### src/rtl/psv_pkg.sv
package psv_pkg;
    typedef enum logic [1:0] {
        ST_IDLE    = 2'd0,
        ST_FETCH   = 2'd1,
        ST_DELIVER = 2'd2
    } psv_state_t;
endpackage

### src/rtl/psv_page_reg.sv
module psv_page_reg #(
    parameter int PAGE_W = 8
) (
    input  logic              clk,
    input  logic              rst_n,
    input  logic              we,
    input  logic [PAGE_W-1:0] wdata,
    output logic [PAGE_W-1:0] page
);
    always_ff @(posedge clk or negedge rst_n) begin
        if (!rst_n)  page <= '0;
        else if (we) page <= wdata;
    end
endmodule

### src/rtl/psv_req_capture.sv
module psv_req_capture #(
    parameter int DATA_AW = 16,
    parameter int PAGE_W  = 8
) (
    input  logic                       clk,
    input  logic                       rst_n,
    input  logic                       load,
    input  logic [DATA_AW-1:0]         addr,
    input  logic                       is_byte,
    input  logic [PAGE_W-1:0]          page,
    output logic [PAGE_W+DATA_AW-2:0]  pm_addr_q,
    output logic                       byte_q,
    output logic                       hi_q
);
    localparam int OFS_W = DATA_AW - 1;
    localparam int PM_AW = PAGE_W + OFS_W;

    // Even program address: page on top, word index below, bit 0 forced clear.
    logic [PM_AW-1:0] pm_addr_d;
    assign pm_addr_d = {page, addr[OFS_W-1:1], 1'b0};

    always_ff @(posedge clk or negedge rst_n) begin
        if (!rst_n) begin
            pm_addr_q <= '0;
            byte_q    <= 1'b0;
            hi_q      <= 1'b0;
        end else if (load) begin
            pm_addr_q <= pm_addr_d;
            byte_q    <= is_byte;
            hi_q      <= addr[0];
        end
    end
endmodule

### src/rtl/psv_lane_sel.sv
module psv_lane_sel #(
    parameter int PM_DW = 24,
    parameter int DW    = 16
) (
    input  logic [PM_DW-1:0] word,
    input  logic             is_byte,
    input  logic             hi,
    output logic [DW-1:0]    data
);
    localparam int BW     = DW / 2;
    localparam int LANES  = DW / BW;

    logic [BW-1:0] lane [LANES];

    for (genvar g = 0; g < LANES; g++) begin : g_lane
        assign lane[g] = word[g*BW +: BW];
    end

    always_comb begin
        if (is_byte) data = {{(DW-BW){1'b0}}, (hi ? lane[1] : lane[0])};
        else         data = word[DW-1:0];
    end
endmodule

### src/rtl/psv_window_mapper.sv
module psv_window_mapper
    import psv_pkg::*;
#(
    parameter int DATA_AW = 16,
    parameter int PAGE_W  = 8,
    parameter int PM_DW   = 24,
    parameter int DW      = 16,
    localparam int PM_AW  = PAGE_W + DATA_AW - 1
) (
    input  logic               clk,
    input  logic               rst_n,
    input  logic               req_valid,
    input  logic [DATA_AW-1:0] req_addr,
    input  logic               req_byte,
    input  logic               page_we,
    input  logic [PAGE_W-1:0]  page_wdata,
    output logic               dm_sel,
    output logic               stall,
    output logic               pm_rd,
    output logic [PM_AW-1:0]   pm_addr,
    input  logic [PM_DW-1:0]   pm_rdata,
    output logic               rsp_valid,
    output logic [DW-1:0]      rsp_data
);
    localparam int WIN_BIT = DATA_AW - 1;

    psv_state_t state_q, state_d;
    logic [PAGE_W-1:0] page;
    logic              open_slot;
    logic              accept;
    logic              byte_q, hi_q;
    logic [DW-1:0]     lane_data;

    assign open_slot = (state_q != ST_FETCH);
    assign accept    = open_slot && req_valid && req_addr[WIN_BIT];

    psv_page_reg #(.PAGE_W(PAGE_W)) u_page (
        .clk   (clk),
        .rst_n (rst_n),
        .we    (page_we),
        .wdata (page_wdata),
        .page  (page)
    );

    psv_req_capture #(.DATA_AW(DATA_AW), .PAGE_W(PAGE_W)) u_cap (
        .clk       (clk),
        .rst_n     (rst_n),
        .load      (accept),
        .addr      (req_addr),
        .is_byte   (req_byte),
        .page      (page),
        .pm_addr_q (pm_addr),
        .byte_q    (byte_q),
        .hi_q      (hi_q)
    );

    psv_lane_sel #(.PM_DW(PM_DW), .DW(DW)) u_lane (
        .word    (pm_rdata),
        .is_byte (byte_q),
        .hi      (hi_q),
        .data    (lane_data)
    );

    always_ff @(posedge clk or negedge rst_n) begin
        if (!rst_n) state_q <= ST_IDLE;
        else        state_q <= state_d;
    end

    always_comb begin
        state_d = state_q;
        unique case (state_q)
            ST_IDLE:    state_d = accept ? ST_FETCH : ST_IDLE;     // T_ACCEPT / T_WAIT
            ST_FETCH:   state_d = ST_DELIVER;                      // T_READ
            ST_DELIVER: state_d = accept ? ST_FETCH : ST_IDLE;     // T_CHAIN / T_DONE
            default:    state_d = ST_IDLE;
        endcase
    end

    always_comb begin
        stall     = 1'b0;
        pm_rd     = 1'b0;
        rsp_valid = 1'b0;
        rsp_data  = '0;
        dm_sel    = open_slot && req_valid && !req_addr[WIN_BIT];
        unique case (state_q)
            ST_IDLE: ;
            ST_FETCH: begin
                stall = 1'b1;
                pm_rd = 1'b1;
            end
            ST_DELIVER: begin
                rsp_valid = 1'b1;
                rsp_data  = lane_data;
            end
            default: ;
        endcase
    end
endmodule

### config.mk
export PLATFORM = sky130hd
export DESIGN_NAME = psv_window_mapper
export DESIGN_NICKNAME = d
export VERILOG_FILES = /design/src/rtl/psv_pkg.sv /design/src/rtl/psv_page_reg.sv /design/src/rtl/psv_req_capture.sv /design/src/rtl/psv_lane_sel.sv /design/src/rtl/psv_window_mapper.sv
export SDC_FILE = /design/constraint.sdc
export NUM_CORES = 1
export LEC_CHECK = 0
export BUFFER_PORTS_ARGS = -buffer_cell sky130_fd_sc_hd__buf_2
export CAP_MARGIN = 20
export CELL_PAD_IN_SITES_DETAIL_PLACEMENT = 1
export CELL_PAD_IN_SITES_GLOBAL_PLACEMENT = 2
export CORE_MARGIN = 5
export CORE_UTILIZATION = 27
export DETAILED_ROUTE_END_ITERATION = 10
export MAX_ROUTING_LAYER = met4
export PLACE_DENSITY_LB_ADDON = 0.1
export SLEW_MARGIN = 40
export SYNTH_ARGS = -nofsm -noshare
export SYNTH_HDL_FRONTEND = slang
export SYNTH_SLANG_ARGS = --single-unit
### constraint.sdc
create_clock -name clk -period 2.1 [get_ports clk]
set_input_delay 0.42 -clock clk [delete_from_list [all_inputs] [get_ports clk]]
set_output_delay 0.42 -clock clk [all_outputs]
set_load 0.02 [all_outputs]
After elaboration in Yosys (flattened, before gate mapping)

Cells that the tools add are included.
W data, S select, Z words.

$add $sub $neg: 0
Multiply operators: 0
Div/mod/pow operators: 0
Magnitude comparators: 0
Equality and inequality tests: 3
Shift-type cells: 0
Mux-type cells: 7
Bitwise gates (word level): 0
Reductions and logical operators: 6

Operator list:

| cell                 | count |
|---|---|
| $mux W16             | 2 |
| $mux W8              | 1 |
| $pmux W2 S2          | 1 |
| $logic_and A1 B1 Y1  | 3 |
| $mux W1              | 3 |
| $eq A2 B1 Y1 const B | 1 |
| $eq A2 B2 Y1 const B | 1 |
| $logic_not A2 Y1     | 1 |
| $ne A2 B1 Y1 const B | 1 |
| $reduce_or A2 Y1     | 1 |
| $logic_not A1 Y1     | 1 |

Register bits: 34
Bits in latches: 0
Memory bits (writable): 0
Memory bits (read-only): 0
Bits of input ports: 53
Output and inout port bits: 43
Word-level logic and storage cells: 21
Memories kept: 0

Longest topological paths before layout

Gate-level depths: netlist of run 1.

Depth in word-level cells: 5
Gate-level depth with buffers: 4
Depth with buffers taken out: 3

Cells and area by module

From an unflattened synthesis of run 1, not the netlist that was laid out.

Cells, all modules: 113
Area, all modules: 1721.7 um^2

By module, submodules not included:

| module            | instances | cells each | area each (um^2) | sequential area each (um^2) |
|---|---|---|---|---|
| psv_req_capture   | 1         | 53         | 1008.5           | 600.6 |
| psv_page_reg      | 1         | 17         | 331.6            | 200.2 |
| psv_window_mapper | 1         | 26         | 210.2            | 50.0 |
| psv_lane_sel      | 1         | 17         | 171.4            | 0.0 |

Worst setup path after synthesis of run 1

OpenSTA, ideal clock, no wires.

Path type: reg-to-output
From: register state_q[0]
To: output rsp_data[10]
Data arrival time: 1.124 ns
Data required time: 1.680 ns
Setup slack: 0.556 ns
Cell stages (with the launch flop): 5
Path buffers: 1
Cells stage by stage: dfrtp_1 -> nand2b_1 -> buf_2 -> nor2_1 -> and2_1

Word-level cells in the longest chain between the ends: 2

Ends and longest elaborated chain:

| what                     | line                    | RTL |
|---|---|---|
| start: declaration       | psv_window_mapper.sv:27 | `psv_state_t state_q, state_d;` |
| start signal: assignment | psv_window_mapper.sv:66 | `else state_q <= state_d;` |
| $eq A2 B2 Y1             | psv_window_mapper.sv:85 | `unique case (state_q)` |
| $mux W16                 | psv_window_mapper.sv:85 |  |
| end: declaration         | psv_window_mapper.sv:23 | `output logic [DW-1:0] rsp_data` |

No other way between the ends.

Worst setup path in the final report of run 1

From: register u_cap.byte_q
To: output rsp_data[12]

Word-level cells in the longest chain between the ends: 2

Ends and longest elaborated chain:

| what                     | line                    | RTL |
|---|---|---|
| start: declaration       | psv_req_capture.sv:12   | `output logic byte_q,` |
| start signal: assignment | psv_req_capture.sv:29   | `byte_q <= is_byte;` |
| $mux W16                 | psv_lane_sel.sv:20      | `if (is_byte) data = {{(DW-BW){1'b0}}, (hi ? lane[1] : lane[0])};` |
| $mux W16                 | psv_window_mapper.sv:85 |  |

No other way between the ends.

==> flow_metrics.tcl, run 1 <==
set metrics [dict create \
    cts_tree "yes" \
    area_growth_pct 37.7 \
    critical_path_class "reg -> out" \
    initial_core_util_pct 28.1 \
    maxCapViolations 0 \
    drc 0 \
    synth_edf_count 0 \
    cellPowerDensity_mw_per_mm2 859 \
    ctsHoldBuffers 0 \
    cts_made_buffers 5 \
    place_hpwl_mm 3.20 \
    hold_viol 0 \
    root_buffer "clkbuf_8" \
    io_pins 96 \
    period_needed_ps 1880 \
    cp-start-kind "flop" \
    rsz0062_at_grt "false" \
    wl_mm 4.11 \
    fp.dieW_um 86.1 \
    synthTopCellsByArea "dfrtp_1 (54%), mux2_4 (19%), mux2_2 (8.6%)" \
    worstSetupEndpointType "output port" \
    nets 257 \
    yosysWarnings 0 \
    netlist_instances 116 \
    avgSynthCellArea_um2 13.5 \
    ys.flop_type "dfrtp_1" \
    dr.pass1.iters 3 \
    setup_tns_ps 0 \
    drv_slew 0 \
    globalRoute.busiestLayer "met2" \
    ir_worst_vdd_mv 0.490 \
    critical_path.max_fanout 11 \
    netlist_area_mm2 0.00156 \
    synth.ff_latch_count 34 \
    htreeDepth 2 \
    clock_latency_ps 280 \
    diodes 0 \
    finalCritPeriodShare_pct 89.5 \
    finalSetupViolCount 0 \
    finalHoldWorstSlack_ps 76.4 \
    use_met3_pct 4.03 \
    fmax_ghz 0.532 \
    slowest_delay_ps 520 \
    cts_max_path_buffers 2 \
    synth_top_area_share_pct 54.4 \
    dp_cells 269 \
    crit_family "flip-flops" \
    crit_required_ps 1680 \
    synth_common_cells "dfrtp_1 (34), mux2_4 (20), mux2_2 (12)" \
    outcome "completed" \
    cp_data_arrival_time_ps 1460 \
    die_h_um 86.1 \
    antenna_found_initial 0 \
    min-delay-path-class "in -> async" \
    die_area_mm2 0.00741 \
    synth.distinct_cells 18 \
    grt_max_degree 35 \
    final_cells 277 \
    grt_pass1_vias 1391 \
    antenna_left 0 \
    wire_per_inst_um 14.8 \
    crit_chain "nor2_2 -> and2_1 -> buf_2" \
    fp-row-count 27 \
    gr-total-overflow 0 \
    drive_above_1_share_pct 64.9 \
    coreArea_mm2 0.00557 \
    yosys.area.top_type "dfrtp_1" \
    vias_per_cell 4.33 \
    seq_area_frac_synth_pct 54.4 \
    drt_iter0_drc 53 \
    met1_usage_pct 14.7 \
    async_flop_share_pct 100 \
    cpMaxStageDelayCell "dfrtp_1" \
    io_buffer_count 86 \
    power_leakage_nw 1.13 \
    via_count 1199 \
    synth.net_count 169 \
    place_congestion 0.741 \
    met2_usage_pct 18.9 \
    grt_pass1_wl_mm 6.78 \
    skew_ps 4.89 \
    clk_pin_slew_worst_paths_ps 70 \
    cp_num_buf_inv 1 \
    yosysMostFrequentCell "dfrtp_1" \
    cts_sinks 34 \
    grt_use_total_pct 11.9 \
]
==> flip-flops by register name, summed over array words and instances, names as in the netlist <==
signal,flops
u_page.page,8
state_q,2
u_cap.byte_q,1
u_cap.hi_q,1
u_cap.pm_addr_q,22
==> through the flow <==
step / worst slack [ps] / area (µm²) / power (mW) / util (%)
2_1_floorplan: 556 / 1560 / 1.17 / -
3_3_place_gp: 413 / 2050 / 1.35 / 36.8
3_5_place_dp: 384 / 2050 / 1.37 / 36.8
4_1_cts: 69.3 / 2150 / 1.89 / 38.5
5_1_grt: 83.6 / 2150 / 1.96 / 38.6
6_report: 221 / 2150 / 1.85 / 38.6
==> report_power, final <==
group / total (mW) / switching, mW / internal (mW)
sequential: 0.840 / 0.0775 / 0.762
clock: 0.496 / 0.232 / 0.263
combinational: 0.515 / 0.269 / 0.246
==> cell families (layout without fill, tap and decap cells) <==
logic type,count (synthesis),after routing,share of synthesized area (%)
flops,34,34,54.4
other cells,1,1,0.240
mux,32,32,27.8
simple gates,32,32,11.1
compound gates,8,8,2.56
buf+inv,9,98,3.84
==> worst paths after layout <==
kind	endpoint	slack, ps	depth (start not counted)	start
worst max-delay path	rsp_data[12]	220	3	u_cap.byte_q
worst min-delay path	u_cap.pm_addr_q[5]	80	1	rst_n
worst max register to register	u_cap.pm_addr_q[4]	720	4	state_q[0]
worst min register to register	state_q[0]	470	1	state_q[0]
max in group asynchronous	u_page.page[1]	1710	1	rst_n
min in group clk	u_cap.pm_addr_q[5]	370	2	req_addr[5]
==> timing repair <==
item,in CTS,in global routing
resized for setup,0,2
buffers inserted,0,0
setup endpoints to repair,0,8
==> worst register-to-register path: cells and delay by family (launching register included) <==
family / cells / cell delay, ps
flops: 1 / 400
mux: 1 / 340
buf+inv: 1 / 290
simple gates: 2 / 230
==> area by class of cell <==
cell class,count,area [µm²]
well taps,72,90.1
repair buffers,89,455
multi-input cells,73,658
fillers,640,3420
flip-flops and latches,34,851
inverters,1,3.75
clock buffers,6,82.6
clock inverters,2,12.5
==> placed cells by master, fill, tap and decap left out <==
| cell | instances |
|---|---|
| dfrtp_1 | 34 |
| inv_1 | 1 |
| nor2_4 | 1 |
| a21oi_1 | 8 |
| mux2_4 | 20 |
| nor2_2 | 1 |
| buf_2 | 85 |
| nand3_1 | 8 |
| clkinvlp_4 | 1 |
| nand2_1 | 9 |
| nand2b_1 | 1 |
| nor3b_1 | 1 |
| nand2_2 | 1 |
| conb_1 | 1 |
| clkinv_2 | 1 |
| clkbuf_8 | 6 |
| and2_1 | 8 |
| buf_4 | 4 |
| mux2_2 | 12 |
| nor2b_4 | 1 |
| nor2_1 | 1 |
==> per-layer routing <==
layer / vias up / part of all wire [%]
li1: 564 / -
met1: 583 / 44
met2: 47 / 48
met3: 5 / 7.4
met4: 0 / 0.51
met5: - / 0
Power figures use the tool's default switching activity.
==> run 2: changes to the inputs <==
--- a/config.mk
+++ b/config.mk
@@ -9,6 +9,7 @@
 export CAP_MARGIN = 20
 export CELL_PAD_IN_SITES_DETAIL_PLACEMENT = 1
 export CELL_PAD_IN_SITES_GLOBAL_PLACEMENT = 2
+export CORE_ASPECT_RATIO = 0.6
 export CORE_MARGIN = 5
 export CORE_UTILIZATION = 27
 export DETAILED_ROUTE_END_ITERATION = 10
==> run 2 against run 1 <==
  * Sequential cell count is the same
  * Critical path type unchanged
  * Design area grew 0.46%
  * Die area grew 0.67%
  * Register-to-register slack gained 40 ps
  * Largest power group unchanged
==> flow_metrics.tcl, run 2 (synthesis results as in run 1) <==
set metrics [dict create \
    outcome "completed" \
    coreArea_mm2 0.00560 \
    io_buffer_count 86 \
    critical_path_class "reg -> out" \
    swShare_pct 30.3 \
    layout_common_cells "buf_2 (85), dfrtp_1 (34), mux2_4 (20), mux2_2 (12), nand2_1 (9)" \
    cts_made_buffers 5 \
    power_switching_uw 550 \
    initial_core_util_pct 27.9 \
    dr.pass1.iters 3 \
    clk_pin_slew_worst_paths_ps 60 \
    diodes 0 \
    htreeDepth 2 \
    crit_chain "nor2_2 -> and2_1 -> buf_2" \
    place_hpwl_mm 3.23 \
    crit_family "simple AND/OR/NAND/NOR gates" \
    drc 0 \
    critical_path.max_fanout 11 \
    grt_pass1_wl_mm 6.60 \
    pwr-share-clk_pct 25.1 \
    top_register "u_cap.pm_addr_q" \
    cp_num_buf_inv 1 \
    grt_pass1_vias 1330 \
    wire_per_inst_um 14.5 \
    clock_latency_ps 270 \
    grt_use_total_pct 12.0 \
    crit_required_ps 1680 \
    reg_top3 "u_cap.pm_addr_q (22), u_page.page (8), state_q (2)" \
    cts_tree "yes" \
    seqPwrFrac_pct 45.5 \
    ir_worst_vdd_mv 0.306 \
    ctsHoldBuffers 0 \
    dp_slack_ps 317 \
    maxCapViolations 0 \
    antenna_left 0 \
    cp_data_arrival_time_ps 1500 \
    cpMaxStageDelayCell "dfrtp_1" \
    min-delay-path-class "in -> async" \
    skew_ps 0.985 \
    place_congestion 0.651 \
    worstSetupEndpointType "output port" \
    antenna_found_initial 0 \
    cts_sinks 34 \
    slowest_delay_ps 520 \
    cts_max_path_buffers 2 \
    finalCritPeriodShare_pct 91.4 \
    internal_power_mw 1.27 \
    period_needed_ps 1920 \
    finalSetupViolCount 0 \
    hold_viol 0 \
    fp.dieW_um 108 \
    setup_tns_ps 0 \
    cellPowerDensity_mw_per_mm2 840 \
    area_growth_pct 38.3 \
    rsz0062_at_grt "false" \
    pwr-share-comb_pct 29.4 \
    grt_max_degree 35 \
    die_h_um 69.0 \
    drt_iter0_drc 36 \
    io_pins 96 \
    drive_above_1_share_pct 64.5 \
    final_cells 283 \
    vias_per_cell 4.32 \
    power_leakage_nw 1.13 \
    dp_cells 277 \
    setup_ws_ps 181 \
    fmax_ghz 0.521 \
    final_common_cell "buf_2" \
    via_count 1222 \
    nets 257 \
    die_area_mm2 0.00746 \
    fp-row-count 21 \
    drv_slew 0 \
    gr-total-overflow 0 \
    cp-start-kind "flop" \
    wl_mm 4.11 \
    root_buffer "clkbuf_8" \
    largest_reg_flops 22 \
]
==> run 2: cell count changes in the layout (fill, tap and decap cells not counted) <==
| cell | delta |
|---|---|
| buf_12 | +1 |
| clkinvlp_4 | -1 |
| clkinv_2 | -1 |
| buf_4 | -1 |
==> run 2: power by group through the flow <==
stage | Combinational, mW | Sequential, mW | Clock, mW
after CTS | 0.542 | 0.827 | 0.487
after global routing | 0.576 | 0.844 | 0.517
after floorplan | 0.244 | 0.929 | 0
after global placement | 0.531 | 0.833 | 0
after detailed placement | 0.541 | 0.837 | 0
final | 0.534 | 0.828 | 0.456
==> run 2: stage by stage <==
| stage | total power [mW] | hold WS, ps | util [%] | cell area, µm² |
|---|---|---|---|---|
| after floorplan | 1.17 | 124 | - | 1560 |
| after global placement | 1.36 | 432 | 37.0 | 2070 |
| after detailed placement | 1.38 | 442 | 37.0 | 2070 |
| after CTS | 1.86 | 234 | 38.5 | 2160 |
| after global routing | 1.94 | 116 | 38.7 | 2160 |
| final | 1.82 | 80.7 | 38.7 | 2160 |
==> run 2: path summary, 6_finish.rpt <==
check                              from                   to  slack (ps)  cells after the start
max                        u_cap.byte_q          rsp_data[9]         180                      3
max in group asynchronous         rst_n   u_cap.pm_addr_q[1]        1700                      1
min reg2reg                  state_q[0]           state_q[0]         450                      1
min in group clk               req_byte         u_cap.byte_q         370                      2
max reg2reg                  state_q[0]  u_cap.pm_addr_q[18]         760                      4
min                               rst_n       u_page.page[0]          80                      1
==> run 2: worst reg2reg max path, delay by kind of cell, from the launching register on <==
kind	cells	cell delay (ps)
flops	1	390
mux	1	380
simple gates	2	250
buf+inv	1	210
==> run 2: cell type report <==
cell class                      instances  area [µm²]
Fill cell                             642        3430
Sequential cell                        34         851
Timing Repair Buffer                   89         468
Inverter                                1        3.75
Multi-Input combinational cell         73         658
Clock buffer                            6        82.6
Tap cell                               80         100
==> run 2: what timing repair did <==
action,in CTS,in global routing
resized for setup,0,2
endpoints found under the setup margin,0,14
buffers inserted,0,0
==> run 2: routing by layer <==
layer / track usage [%] / vias to the layer above / part of all wire (%)
li1: - / 564 / -
met1: 14.3 / 607 / 46
met2: 19.0 / 46 / 46
met3: 4.19 / 5 / 7.3
met4: 4.41 / 0 / 1.1
met5: - / - / 0
==> run 3: changes to the inputs <==
--- a/config.mk
+++ b/config.mk
@@ -10,7 +10,6 @@
 export CELL_PAD_IN_SITES_DETAIL_PLACEMENT = 1
 export CELL_PAD_IN_SITES_GLOBAL_PLACEMENT = 2
 export CORE_ASPECT_RATIO = 0.6
-export CORE_MARGIN = 5
 export CORE_UTILIZATION = 27
 export DETAILED_ROUTE_END_ITERATION = 10
 export MAX_ROUTING_LAYER = met4
==> run 3 against run 2 <==
  * Clock power rose by 7.2%
  * Sequential share of layout area fell by 0.25 points
  * Via count fell by 0.33%
  * Clock skew rose by 7.1 ps
  * Die area fell by 18%
  * Register-to-register slack barely moved
  * Power rose by 1.9%
  * Design area rose by 0.64%
  * Global-route usage rose by 2.4 points
  * Cell count rose by 1.1%
  * Critical endpoint is now rsp_data[15]
  * Largest power group unchanged
==> flow_metrics.tcl, run 3 (synthesis results as in run 1) <==
set metrics [dict create \
    period_needed_ps 1840 \
    largest_reg_flops 22 \
    cp_data_arrival_time_ps 1420 \
    crit_required_ps 1680 \
    critical_path_class "reg -> out" \
    rsz0062_at_grt "false" \
    clock_latency_ps 280 \
    power_leakage_nw 1.14 \
    drive_above_1_share_pct 64.1 \
    setup_tns_ps 0 \
    wire_per_inst_um 13.8 \
    rrSetupSlack_ps 760 \
    cpMaxStageDelayCell "dfrtp_1" \
    crit_chain "nand2b_1 -> nor2_2 -> and2_1 -> buf_2" \
    topRoutingLayerUsed "met4" \
    coreArea_mm2 0.00557 \
    grt_max_degree 35 \
    cts_setup_buffers 0 \
    dr.pass1.iters 4 \
    diodes 0 \
    fmax_ghz 0.543 \
    r2r_end "u_cap.pm_addr_q[19]" \
    final_cells 286 \
    hold_viol 0 \
    via_count 1218 \
    cts_max_path_buffers 2 \
    htreeDepth 2 \
    critical_path.max_fanout 8 \
    fp-row-count 21 \
    drt_iter0_drc 16 \
    maxCapViolations 0 \
    io_buffer_count 86 \
    die_h_um 61.0 \
    grt_use_total_pct 14.3 \
    drc 0 \
    final_common_cell "buf_2" \
    initial_core_util_pct 28.1 \
    die_area_mm2 0.00611 \
    cts_made_buffers 5 \
    area_growth_pct 39.2 \
    worstSetupEndpointType "output port" \
    wl_met3_um 172 \
    ctsHoldBuffers 0 \
    wirelength_met1_mm 1.81 \
    cellPowerDensity_mw_per_mm2 850 \
    reg_top3 "u_cap.pm_addr_q (22), u_page.page (8), state_q (2)" \
    dp_cells 278 \
    gr-total-overflow 0 \
    grt_pass1_vias 1264 \
    root_buffer "clkbuf_8" \
    vias_per_cell 4.26 \
    antenna_left 0 \
    fp.dieW_um 100 \
    slowest_delay_ps 390 \
    grt_pass1_wl_mm 6.31 \
    finalSetupViolCount 0 \
    cp-start-kind "flop" \
    cp_num_buf_inv 1 \
    nets 258 \
    wl_met2_mm 1.93 \
    place_congestion 0.672 \
    wl_mm 3.95 \
    place_hpwl_mm 2.98 \
    cts_tree "yes" \
    drv_slew 0 \
    io_pins 96 \
    ir_worst_vdd_mv 0.292 \
    crit_family "simple AND/OR/NAND/NOR gates" \
    finalCritPeriodShare_pct 87.7 \
    skew_ps 8.08 \
    r2r_start "state_q[0]" \
    clk_pin_slew_worst_paths_ps 70 \
    layout_common_cells "buf_2 (85), dfrtp_1 (34), mux2_4 (20), mux2_2 (12), nand2_1 (10)" \
    top_register "u_cap.pm_addr_q" \
    outcome "completed" \
    min-delay-path-class "in -> async" \
    reg2reg_depth 4 \
    cts_sinks 34 \
    antenna_found_initial 0 \
    fill_cells 653 \
]
-- run 3: final cells by class --
class / count / area [µm²] / share of cell area [%]
clock buffers: 7 / 86.3 / 3.97
clock inverters: 1 / 5.00 / 0.230
inverters: 1 / 3.75 / 0.172
multi-input cells: 73 / 656 / 30.1
flip-flops and latches: 34 / 851 / 39.1
well taps: 80 / 100 / 4.60
repair buffers: 90 / 475 / 21.8
-- run 3: what timing repair did --
action	CTS	global route
hold endpoints to repair	0	0
endpoints found under the setup margin	0	8
gates resized for setup	0	1
-- run 3: worst max path at each step --
stage                     cells after the start           end        from
after floorplan                               4  rsp_data[10]  state_q[0]
after CTS                                     4  rsp_data[15]  state_q[0]
after global placement                        4  rsp_data[15]  state_q[0]
after detailed placement                      4  rsp_data[15]  state_q[0]
final                                         4  rsp_data[15]  state_q[0]
after global routing                          4  rsp_data[15]  state_q[0]
-- run 3: per-layer routing --
metal / GRT usage [%] / vias to the layer above
li1: - / 570
met1: 18.0 / 602
met2: 22.7 / 42
met3: 3.92 / 4
met4: 4.55 / 0
met5: - / -
-- run 3: stage by stage --
| stage | instance area [µm²] | hold WS, ps | setup WS (ps) | power (mW) | util (%) |
|---|---|---|---|---|---|
| 2_1_floorplan | 1560 | 124 | 556 | 1.17 | - |
| 3_3_place_gp | 2080 | 433 | 473 | 1.36 | 37.4 |
| 3_5_place_dp | 2080 | 439 | 411 | 1.38 | 37.4 |
| 4_1_cts | 2170 | 234 | 100 | 1.89 | 39.0 |
| 5_1_grt | 2180 | 104 | 95.9 | 1.97 | 39.1 |
| 6_report | 2180 | 85.8 | 258 | 1.85 | 39.1 |
-- run 3: where the power goes --
| group | switching, mW | total [mW] | internal, mW |
|---|---|---|---|
| Sequential | 0.0606 | 0.823 | 0.763 |
| Combinational | 0.284 | 0.540 | 0.256 |
| Clock | 0.224 | 0.489 | 0.264 |
